--- config.mk ---
export PLATFORM = sky130hd
export DESIGN_NAME = dmap_top
export DESIGN_NICKNAME = d
export VERILOG_FILES = /design/src/rtl/dmap_pkg.sv /design/src/rtl/dmap_prot_regs.sv /design/src/rtl/dmap_prot_check.sv /design/src/rtl/dmap_ctrl.sv /design/src/rtl/dmap_top.sv
export SDC_FILE = /design/constraint.sdc
export NUM_CORES = 1
export LEC_CHECK = 0
export ABC_AREA = 0
export BUFFER_PORTS_ARGS = -buffer_cell sky130_fd_sc_hd__buf_2
export CORE_MARGIN = 8
export CORE_UTILIZATION = 65
export CTS_BUF_LIST = sky130_fd_sc_hd__clkbuf_8
export DETAILED_ROUTE_END_ITERATION = 12
export GPL_ROUTABILITY_DRIVEN = 1
export PLACE_DENSITY = 0.89
export SYNTH_ARGS = -nofsm -noshare
export SYNTH_HDL_FRONTEND = slang
export SYNTH_SLANG_ARGS = --single-unit
--- constraint.sdc ---
create_clock -name clk -period 9.83 [get_ports clk]
set_input_delay 0.4915 -clock clk [delete_from_list [all_inputs] [get_ports clk]]
set_output_delay 0.4915 -clock clk [all_outputs]
set_load 0.03 [all_outputs]
--- src/rtl/dmap_pkg.sv ---
package dmap_pkg;

  typedef enum logic [2:0] {
    ST_IDLE  = 3'd0,
    ST_LOAD  = 3'd1,
    ST_XFER  = 3'd2,
    ST_DONE  = 3'd3,
    ST_ABORT = 3'd4
  } dmap_state_e;

  typedef enum logic [1:0] {
    MM_OFF   = 2'b00,
    MM_EXACT = 2'b01,
    MM_POW2  = 2'b10,
    MM_RSVD  = 2'b11
  } dmap_match_e;

  localparam int RCFG_W   = 5;
  localparam int RCFG_RD  = 0;
  localparam int RCFG_WR  = 1;
  localparam int RCFG_EX  = 2;
  localparam int RCFG_MLO = 3;

endpackage

--- src/rtl/dmap_prot_regs.sv ---
module dmap_prot_regs
  import dmap_pkg::*;
#(
  parameter int AW   = 16,
  parameter int NRGN = 2
) (
  input  logic                   clk,
  input  logic                   rst_n,
  input  logic                   cap_en,
  input  logic [NRGN*AW-1:0]     addr_i,
  input  logic [NRGN*RCFG_W-1:0] cfg_i,
  output logic [NRGN*AW-1:0]     addr_q,
  output logic [NRGN*RCFG_W-1:0] cfg_q
);

  // Reset value: every region off, which denies every access.
  always_ff @(posedge clk or negedge rst_n) begin
    if (!rst_n) begin
      addr_q <= '0;
      cfg_q  <= '0;
    end else if (cap_en) begin
      addr_q <= addr_i;
      cfg_q  <= cfg_i;
    end
  end

endmodule

--- src/rtl/dmap_prot_check.sv ---
module dmap_prot_check
  import dmap_pkg::*;
#(
  parameter int AW   = 16,
  parameter int NRGN = 2
) (
  input  logic [AW-1:0]          lo_i,
  input  logic [AW-1:0]          hi_i,
  input  logic                   wrap_i,
  input  logic                   need_rd_i,
  input  logic                   need_wr_i,
  input  logic [NRGN*AW-1:0]     rgn_addr_i,
  input  logic [NRGN*RCFG_W-1:0] rgn_cfg_i,
  output logic                   allow_o
);

  logic [NRGN-1:0] rgn_ok;

  for (genvar g = 0; g < NRGN; g++) begin : g_rgn
    logic [AW-1:0]     base;
    logic [AW-1:0]     base_inc;
    logic [AW-1:0]     span_mask;
    logic [RCFG_W-1:0] cfg;
    dmap_match_e       mode;
    logic              hit_lo;
    logic              hit_hi;
    logic              perm_ok;

    assign base      = rgn_addr_i[g*AW +: AW];
    assign cfg       = rgn_cfg_i[g*RCFG_W +: RCFG_W];
    assign mode      = dmap_match_e'(cfg[RCFG_MLO +: 2]);
    // Trailing ones plus the next bit form the in-region offset mask.
    assign base_inc  = base + AW'(1);
    assign span_mask = base ^ base_inc;

    always_comb begin
      unique case (mode)
        MM_EXACT: begin
          hit_lo = (lo_i == base);
          hit_hi = (hi_i == base);
        end
        MM_POW2: begin
          hit_lo = ((lo_i & ~span_mask) == (base & ~span_mask));
          hit_hi = ((hi_i & ~span_mask) == (base & ~span_mask));
        end
        default: begin
          hit_lo = 1'b0;
          hit_hi = 1'b0;
        end
      endcase
    end

    assign perm_ok   = (!need_rd_i || cfg[RCFG_RD]) && (!need_wr_i || cfg[RCFG_WR]);
    assign rgn_ok[g] = hit_lo && hit_hi && perm_ok;
  end

  assign allow_o = (|rgn_ok) && !wrap_i;

endmodule

--- src/rtl/dmap_ctrl.sv ---
module dmap_ctrl
  import dmap_pkg::*;
#(
  parameter int AW = 16,
  parameter int DW = 16,
  parameter int LW = 8
) (
  input  logic          clk,
  input  logic          rst_n,
  input  logic          ctl_we_i,
  input  logic [AW-1:0] ctl_src_i,
  input  logic [AW-1:0] ctl_dst_i,
  input  logic [LW-1:0] ctl_len_i,
  input  logic          src_ok_i,
  input  logic          dst_ok_i,
  input  logic          mem_ready_i,
  input  logic [DW-1:0] mem_rdata_i,
  output dmap_state_e   state_o,
  output logic          cap_en_o,
  output logic [AW-1:0] src_lo_o,
  output logic [AW-1:0] src_hi_o,
  output logic          src_wrap_o,
  output logic [AW-1:0] dst_lo_o,
  output logic [AW-1:0] dst_hi_o,
  output logic          dst_wrap_o,
  output logic          mem_req_o,
  output logic          mem_we_o,
  output logic [AW-1:0] mem_addr_o,
  output logic [DW-1:0] mem_wdata_o,
  output logic          busy_o,
  output logic          done_o,
  output logic          fault_o
);

  localparam int EW = AW + 1;

  dmap_state_e   state_q, state_d;
  logic [AW-1:0] src_q, dst_q;
  logic [LW-1:0] cnt_q;
  logic [DW-1:0] data_q;
  logic          wr_phase_q;

  logic          req_ld;
  logic          rd_go;
  logic          wr_go;
  logic [EW-1:0] src_end_x;
  logic [EW-1:0] dst_end_x;

  assign req_ld = (state_q == ST_IDLE) && ctl_we_i;
  assign rd_go  = (state_q == ST_XFER) && !wr_phase_q && mem_ready_i;
  assign wr_go  = (state_q == ST_XFER) &&  wr_phase_q && mem_ready_i;

  // Capture of region settings is allowed only at request start or acknowledge of done.
  assign cap_en_o = ctl_we_i && ((state_q == ST_IDLE) || (state_q == ST_DONE));

  // Last address of each span, with the carry flagging wrap-around.
  assign src_end_x = EW'(src_q) + EW'(cnt_q) - EW'(1);
  assign dst_end_x = EW'(dst_q) + EW'(cnt_q) - EW'(1);

  assign src_lo_o   = src_q;
  assign src_hi_o   = src_end_x[AW-1:0];
  assign src_wrap_o = src_end_x[AW];
  assign dst_lo_o   = dst_q;
  assign dst_hi_o   = dst_end_x[AW-1:0];
  assign dst_wrap_o = dst_end_x[AW];

  // Next-state logic
  always_comb begin
    state_d = state_q;
    unique case (state_q)
      ST_IDLE: begin
        if (ctl_we_i) state_d = ST_LOAD;
      end
      ST_LOAD: begin
        if (cnt_q == '0)               state_d = ST_DONE;
        else if (src_ok_i && dst_ok_i) state_d = ST_XFER;
        else                           state_d = ST_ABORT;
      end
      ST_XFER: begin
        if (wr_go && (cnt_q == LW'(1))) state_d = ST_DONE;
      end
      ST_DONE, ST_ABORT: begin
        if (ctl_we_i) state_d = ST_IDLE;
      end
      default: state_d = ST_IDLE;
    endcase
  end

  // State register
  always_ff @(posedge clk or negedge rst_n) begin
    if (!rst_n) state_q <= ST_IDLE;
    else        state_q <= state_d;
  end

  // Address and count registers
  always_ff @(posedge clk or negedge rst_n) begin
    if (!rst_n) begin
      src_q <= '0;
      dst_q <= '0;
      cnt_q <= '0;
    end else if (req_ld) begin
      src_q <= ctl_src_i;
      dst_q <= ctl_dst_i;
      cnt_q <= ctl_len_i;
    end else if (wr_go) begin
      src_q <= src_q + AW'(1);
      dst_q <= dst_q + AW'(1);
      cnt_q <= cnt_q - LW'(1);
    end
  end

  // Data holding register and read/write phase
  always_ff @(posedge clk or negedge rst_n) begin
    if (!rst_n) begin
      data_q     <= '0;
      wr_phase_q <= 1'b0;
    end else begin
      if (rd_go) data_q <= mem_rdata_i;
      if (req_ld || wr_go) wr_phase_q <= 1'b0;
      else if (rd_go)      wr_phase_q <= 1'b1;
    end
  end

  assign state_o     = state_q;
  assign mem_req_o   = (state_q == ST_XFER);
  assign mem_we_o    = mem_req_o && wr_phase_q;
  assign mem_addr_o  = wr_phase_q ? dst_q : src_q;
  assign mem_wdata_o = data_q;
  assign busy_o      = (state_q == ST_LOAD) || (state_q == ST_XFER);
  assign done_o      = (state_q == ST_DONE);
  assign fault_o     = (state_q == ST_ABORT);

endmodule

--- src/rtl/dmap_top.sv ---
module dmap_top
  import dmap_pkg::*;
#(
  parameter int AW   = 16,
  parameter int DW   = 16,
  parameter int LW   = 8,
  parameter int NRGN = 2
) (
  input  logic                   clk,
  input  logic                   rst_n,
  input  logic                   ctl_we_i,
  input  logic [AW-1:0]          ctl_src_i,
  input  logic [AW-1:0]          ctl_dst_i,
  input  logic [LW-1:0]          ctl_len_i,
  input  logic [NRGN*AW-1:0]     prot_addr_i,
  input  logic [NRGN*RCFG_W-1:0] prot_cfg_i,
  output logic                   mem_req_o,
  output logic                   mem_we_o,
  output logic [AW-1:0]          mem_addr_o,
  output logic [DW-1:0]          mem_wdata_o,
  input  logic [DW-1:0]          mem_rdata_i,
  input  logic                   mem_ready_i,
  output logic                   busy_o,
  output logic                   done_o,
  output logic                   fault_o
);

  dmap_state_e             st;
  logic                    cap_en;
  logic [NRGN*AW-1:0]      snap_addr;
  logic [NRGN*RCFG_W-1:0]  snap_cfg;
  logic [AW-1:0]           src_lo, src_hi, dst_lo, dst_hi;
  logic                    src_wrap, dst_wrap;
  logic                    src_ok, dst_ok;

  dmap_prot_regs #(.AW(AW), .NRGN(NRGN)) u_regs (
    .clk    (clk),
    .rst_n  (rst_n),
    .cap_en (cap_en),
    .addr_i (prot_addr_i),
    .cfg_i  (prot_cfg_i),
    .addr_q (snap_addr),
    .cfg_q  (snap_cfg)
  );

  // Source span must be readable
  dmap_prot_check #(.AW(AW), .NRGN(NRGN)) u_chk_src (
    .lo_i       (src_lo),
    .hi_i       (src_hi),
    .wrap_i     (src_wrap),
    .need_rd_i  (1'b1),
    .need_wr_i  (1'b0),
    .rgn_addr_i (snap_addr),
    .rgn_cfg_i  (snap_cfg),
    .allow_o    (src_ok)
  );

  // Destination span must be writable
  dmap_prot_check #(.AW(AW), .NRGN(NRGN)) u_chk_dst (
    .lo_i       (dst_lo),
    .hi_i       (dst_hi),
    .wrap_i     (dst_wrap),
    .need_rd_i  (1'b0),
    .need_wr_i  (1'b1),
    .rgn_addr_i (snap_addr),
    .rgn_cfg_i  (snap_cfg),
    .allow_o    (dst_ok)
  );

  dmap_ctrl #(.AW(AW), .DW(DW), .LW(LW)) u_ctrl (
    .clk         (clk),
    .rst_n       (rst_n),
    .ctl_we_i    (ctl_we_i),
    .ctl_src_i   (ctl_src_i),
    .ctl_dst_i   (ctl_dst_i),
    .ctl_len_i   (ctl_len_i),
    .src_ok_i    (src_ok),
    .dst_ok_i    (dst_ok),
    .mem_ready_i (mem_ready_i),
    .mem_rdata_i (mem_rdata_i),
    .state_o     (st),
    .cap_en_o    (cap_en),
    .src_lo_o    (src_lo),
    .src_hi_o    (src_hi),
    .src_wrap_o  (src_wrap),
    .dst_lo_o    (dst_lo),
    .dst_hi_o    (dst_hi),
    .dst_wrap_o  (dst_wrap),
    .mem_req_o   (mem_req_o),
    .mem_we_o    (mem_we_o),
    .mem_addr_o  (mem_addr_o),
    .mem_wdata_o (mem_wdata_o),
    .busy_o      (busy_o),
    .done_o      (done_o),
    .fault_o     (fault_o)
  );

endmodule

==> impl_metrics.json, run 1 <==
{
  "io_buffers": 136,
  "synth_cells": 1500,
  "synth_edf_count": 0,
  "status": "finished, violations left",
  "cp.required_ns": 10.18,
  "yosysWarnings": 0,
  "post-synth-top-count-cell": "xnor2_1",
  "synth_top_area_cell": "dfrtp_1",
  "grt_use_total_pct": 37.8,
  "cts_resized": 0,
  "setup_slack_ns": 3.64,
  "overflow": 0,
  "timing.fmax_mhz": 162,
  "seq_area_frac_synth_pct": 20.8,
  "rr_worst_depth": 16,
  "nNetsFinal": 1752,
  "clk-insertion-delay-late_ns": 0.43,
  "whs_ns": -0.0113,
  "antenna_found_initial": 0,
  "synth-main-ff-cell": "dfrtp_1",
  "cts_max_path_buffers": 2,
  "gp_congestion": 1.03,
  "cp-end-kind": "register",
  "maxCapViolations": 0,
  "crit_path_end": "u_ctrl.state_o[1]",
  "finalSetupTns_ns": 0,
  "grt_pass1_wl_mm": 68.7,
  "worst_pin_slew_ns": 1.22,
  "worst_ep_arrival_time_ns": 6.54,
  "root_buffer": "clkbuf_8",
  "drive_gt1_share_pct": 15.1,
  "critPathLaunchType": "register",
  "areaGrowthSynthToFinish_pct": 6.37,
  "rsz0062_at_grt": "no",
  "critPathLaunch": "u_ctrl.dst_lo_o[5]",
  "finClkSkew_ns": 0.0209,
  "dp_slack_ns": 4.00,
  "wl_per_cell_um": 25.3,
  "drtAntennaViolNets": 0,
  "r2r-start": "u_ctrl.dst_lo_o[5]",
  "ys_async_sr_fraction_pct": 100,
  "violations": "negative hold slack",
  "hold_path_class": "input pin to asynchronous set/reset pin",
  "synthTopCellsByArea": "dfrtp_1 21%, xnor2_1 15%, ha_1 10%",
  "syn-num-nets": 1703,
  "syn_area_um2": 12000,
  "cts-hold-fix-buffers": 0,
  "r2r-end": "u_ctrl.state_o[1]",
  "hold_violations": 10,
  "h-tree-depth": 3,
  "cts_sinks": 100,
  "synth.avg_cell_area_um2": 8.00,
  "stdcell_count": 1783,
  "fin_crit_ns": 6.19,
  "post_cts_buffers": 0,
  "hpwl_mm": 36.1,
  "dieWidth_um": 152,
  "drt-pass1-iter-count": 6,
  "maxSlewViolCount": 0,
  "cts_tree": "built",
  "synthTopCellsByCount": "207 x xnor2_1, 163 x nand2_1, 100 x dfrtp_1, 99 x ha_1, 94 x inv_1",
  "diodes": 0,
  "cts_buffers": 9,
  "worstPathMaxFanout": 9,
  "maxSlewHeadroom_pct": 17.6,
  "start_util_pct": 66.6,
  "grt_max_degree": 82,
  "r2r_setup_slack_ns": 3.64,
  "drt_iter0_markers": 1453,
  "synth.distinct_cells": 88,
  "die_area_um2": 23100,
  "core.rowCount": 49,
  "die_h_um": 152,
  "netlist.area_leader.share_pct": 20.8,
  "ioPinCount": 139,
  "fin_crit_sh_pct": 63.0,
  "grt_pass1_vias": 11500,
  "cts.reportedPaths.clkPinSlew_ns": 0.14,
  "setup_viol": 0,
  "post-route-drc-count": 0,
  "dp_cells": 1767,
  "finalWirelength_mm": 45.2,
  "synth_seq_cells": 100,
  "num_vias": 11800,
  "path_class": "register to register",
  "placeableCoreArea_um2": 18000,
  "avgViaCountPerCell": 6.63
}
state kept, by name, summed over array words and instances, names as in the netlist:
| register | count |
|---|---|
| u_regs.addr_q | 32 |
| u_ctrl.state_o | 3 |
| u_ctrl.cnt_q | 8 |
| u_ctrl.dst_lo_o | 16 |
| u_ctrl.src_lo_o | 16 |
| u_ctrl.mem_wdata_o | 16 |
| u_regs.cfg_q | 8 |
| u_ctrl.wr_phase_q | 1 |
worst max-delay path: stages, from the launching register on:
cell and delay (ns):
dfrtp_1 0.60, inv_1 0.24, ha_1 0.37, inv_1 0.06, ha_1 0.49, nand2_1 0.15, o31ai_4 0.62, o31ai_1 0.15
xor2_1 0.55, mux2_1 0.38, nor4_1 0.46, or4b_1 0.51, nor4_2 0.31, nor4_1 0.17, o41ai_2 0.58, nand3b_1 0.24
a21oi_1 0.24
layer usage:
layer  up-vias  global-route usage [%]  routed length, µm
met4         0                    20.0               2730
met2       814                    58.6              20000
met5         -                       0                  0
li1       5267                       -                  -
met1      5559                    47.2              17200
met3       183                    10.1               5220
stage by stage:
step / utilization [%] / cell area [µm²]
after CTS: 70.8 / 12800
after floorplan: - / 12000
after detailed placement: 69.7 / 12600
after global routing: 70.8 / 12800
final: 70.8 / 12800
after global placement: 69.7 / 12600
worst min path at each step:
stage	from	end	slack, ns	cells after the start
global placement	rst_n	u_ctrl.dst_lo_o[11]	0.44	1
floorplan	rst_n	u_ctrl.cnt_q[0]	0.20	0
finish	rst_n	u_regs.addr_q[11]	-0.01	1
CTS	rst_n	u_regs.addr_q[11]	0.01	1
global route	rst_n	u_regs.addr_q[14]	0.02	1
detailed placement	rst_n	u_ctrl.dst_lo_o[11]	0.46	1
layout make-up:
class,instances,area (µm²)
clock buffers,9,124
repair buffers,142,728
clock inverters,7,77.6
inverters,95,357
multi-input cells,1201,8690
fillers,1409,5260
flip-flops and latches,100,2500
well taps,229,287
logic make-up after synthesis:
family,Yosys count,share of synthesized area (%)
buffers and inverters,199,6.82
AO/OA/AOI/OAI,248,13.2
multiplexers,65,6.03
XOR/XNOR,295,21.8
AND/OR/NAND/NOR,492,20.6
flip-flops,100,20.8
adder cells (fa/ha/maj),101,10.7
layout by cell type (no fill, tap or decap), types with 4 or more instances in the layout:
cell and count:
and3_1 31, or4_1 5, nand3_1 43, nor2_1 87, a2111oi_0 6, nand2b_1 10
nor2b_1 6, and4_1 7, buf_2 135, nor3_1 19, o21ai_0 91, inv_8 4
nor3b_1 7, nand2_1 163, and2_1 8, or3_1 8, mux2i_1 6, buf_4 7
ha_1 99, inv_1 94, mux2_2 54, mux2_1 5, a22oi_1 4, a221o_1 4
xor2_1 84, nor4_1 26, a211oi_1 6, o22ai_1 4, nand4_1 48, a221oi_1 6
xnor2_1 207, a21o_1 11, clkbuf_8 9, o21ai_1 7, a21oi_1 50, dfrtp_1 100
a31oi_1 10
Power of run 1 is left out: the tool's default activity adds up to more than one toggle a clock period on the data nets, which glitch-free logic cannot reach.
==> run 2, diff against run 1 <==
CORE_UTILIZATION = 62   (was 65)
PLACE_DENSITY = 0.86   (was 0.89)
clock period = 6 ns   (was 9.83 ns; I/O delays follow)
==> impl_metrics.json, run 2 (synthesized netlist as in run 1, its figures left out) <==
{
  "rsz0062_at_grt": "no",
  "hold_path_class": "input pin to register",
  "largest_reg_flops": 32,
  "drtAntennaViolNets": 0,
  "cts_sinks": 100,
  "wl_met3_mm": 4.56,
  "gp_congestion": 1.03,
  "hpwl_mm": 36.3,
  "io_buffers": 136,
  "grt_pass1_wl_mm": 67.1,
  "placeableCoreArea_um2": 19200,
  "die_h_um": 155,
  "finalSetupTns_ns": 0,
  "rr_worst_depth": 18,
  "areaGrowthSynthToFinish_pct": 8.91,
  "antenna_found_initial": 0,
  "diodes": 0,
  "root_buffer": "clkbuf_8",
  "critPathBufInv": 0,
  "wl_per_cell_um": 24.1,
  "maxSlewViolCount": 0,
  "core.rowCount": 51,
  "grt_max_degree": 82,
  "clk-insertion-delay-late_ns": 0.41,
  "path_class": "register to register",
  "path_cells": "ha_1, nand3_1, nor2_1, and3_1, nand3_1, ha_1, xor2_2, and3_1, o22ai_1, nor4b_1, a31oi_1, nor4b_1, nand4_1, nor4_1, a2111oi_2, o41ai_2, or3b_1, a21oi_1",
  "postLayoutCoreUtil_pct": 68.1,
  "r2r-start": "u_regs.addr_q[1]",
  "drt-met1-wl_mm": 17.8,
  "layout_common_cells": "207 x xnor2_1, 163 x nand2_1, 135 x buf_2",
  "post-route-drc-count": 0,
  "dr.max_layer_used": "met4",
  "worst_pin_slew_ns": 1.29,
  "num_vias": 11800,
  "cts_tree": "built",
  "hold_depth": 3,
  "finalWirelength_mm": 44.8,
  "holdPathEnd": "u_ctrl.dst_lo_o[6]",
  "cts_max_path_buffers": 2,
  "overflow": 0,
  "worst_ep_arrival_time_ns": 5.88,
  "cts.reportedPaths.clkPinSlew_ns": 0.13,
  "maxCapViolations": 0,
  "grt_use_total_pct": 36.9,
  "hold_violations": 0,
  "drive_gt1_share_pct": 16.8,
  "start_util_pct": 62.5,
  "final_common_cell": "xnor2_1",
  "h-tree-depth": 3,
  "cp-end-kind": "register",
  "cp.required_ns": 6.29,
  "r2r-end": "u_ctrl.state_o[2]",
  "met2_length_mm": 19.9,
  "critPathLaunchType": "register",
  "regMostFlops": "u_regs.addr_q",
  "die_area_um2": 24100,
  "fin_crit_ns": 5.59,
  "grt_pass1_vias": 11400,
  "drt_iter0_markers": 1221,
  "timing.fmax_mhz": 179,
  "ioPinCount": 139,
  "dieWidth_um": 155,
  "r2r_setup_slack_ns": 0.41,
  "drt-pass1-iter-count": 7,
  "cts_buffers": 9,
  "cp_slowest_stage_delay_ns": 0.61,
  "crit_family": "simple AND/OR/NAND/NOR gates",
  "setup_viol": 0,
  "maxSlewHeadroom_pct": 13.5,
  "slowest_stage": "nor4b_1",
  "holdCritStartpoint": "ctl_dst_i[6]",
  "fin_crit_sh_pct": 93.1,
  "status": "finished clean",
  "finClkSkew_ns": 0.0269,
  "worstPathMaxFanout": 9,
  "avgViaCountPerCell": 6.34,
  "nNetsFinal": 1790
}
==> run 2: changes by cell type in the layout (fill, tap and decap cells not counted) <==
cell | previous run | this run
inv_6 | 0 | 1
nor2_2 | 1 | 0
inv_8 | 4 | 1
clkinv_4 | 1 | 2
inv_1 | 94 | 96
dlygate4sd3_1 | 0 | 1
nor2_1 | 87 | 88
clkinv_8 | 1 | 0
buf_4 | 7 | 44
==> run 2: area by class of cell <==
cell class,count,area [µm²]
multi-input combinational,1201,8690
fill,1591,6130
sequential,100,2500
timing repair buffer,180,1020
inverter,95,357
tap,265,332
clock buffer,9,124
clock inverter,7,52.6
==> run 2: how the worst max path moves through the flow <==
stage	slack [ns]	from	cells after the start	to
after floorplan	1.60	u_regs.addr_q[20]	19	u_ctrl.state_o[2]
after global placement	0.83	u_regs.addr_q[21]	18	u_ctrl.state_o[2]
after detailed placement	0.71	u_regs.addr_q[1]	18	u_ctrl.state_o[2]
after CTS	0.65	u_regs.addr_q[1]	18	u_ctrl.state_o[2]
after global routing	0.13	u_regs.addr_q[1]	18	u_ctrl.state_o[2]
final	0.41	u_regs.addr_q[1]	18	u_ctrl.state_o[2]
==> run 2: worst register-to-register path: cells and delay by family (launching register included) <==
kind	cells	cell delay, ns
XOR/XNOR	1	0.26
adder cells (fa/ha/maj)	2	0.60
AND/OR/NAND/NOR	10	2.94
flip-flops	1	0.59
AO/OA/AOI/OAI	5	1.08
==> run 2: routing by layer <==
metal | vias to the layer above | global-route usage (%)
li1 | 5350 | -
met1 | 5558 | 47.1
met2 | 707 | 57.5
met3 | 152 | 7.93
met4 | 0 | 19.4
met5 | - | 0
==> run 2: stage by stage <==
stage	hold slack (ns)	setup WS [ns]	area, µm²	cells
after floorplan	0.00441	1.60	12000	1500
after global placement	0.273	0.829	12900	1840
after detailed placement	0.287	0.709	12900	1840
after CTS	0.0755	0.646	13100	1857
after global routing	0.0932	0.132	13100	1857
final	0.0734	0.414	13100	1857
==> run 2: repair_timing <==
item | CTS | global route
setup buffers | 0 | 0
endpoints found under the setup margin | 0 | 0
endpoints found under the hold margin | 35 | 0
gates resized for setup | 0 | 0
hold buffers | 1 | 0
Power of run 2 is left out for the same reason.
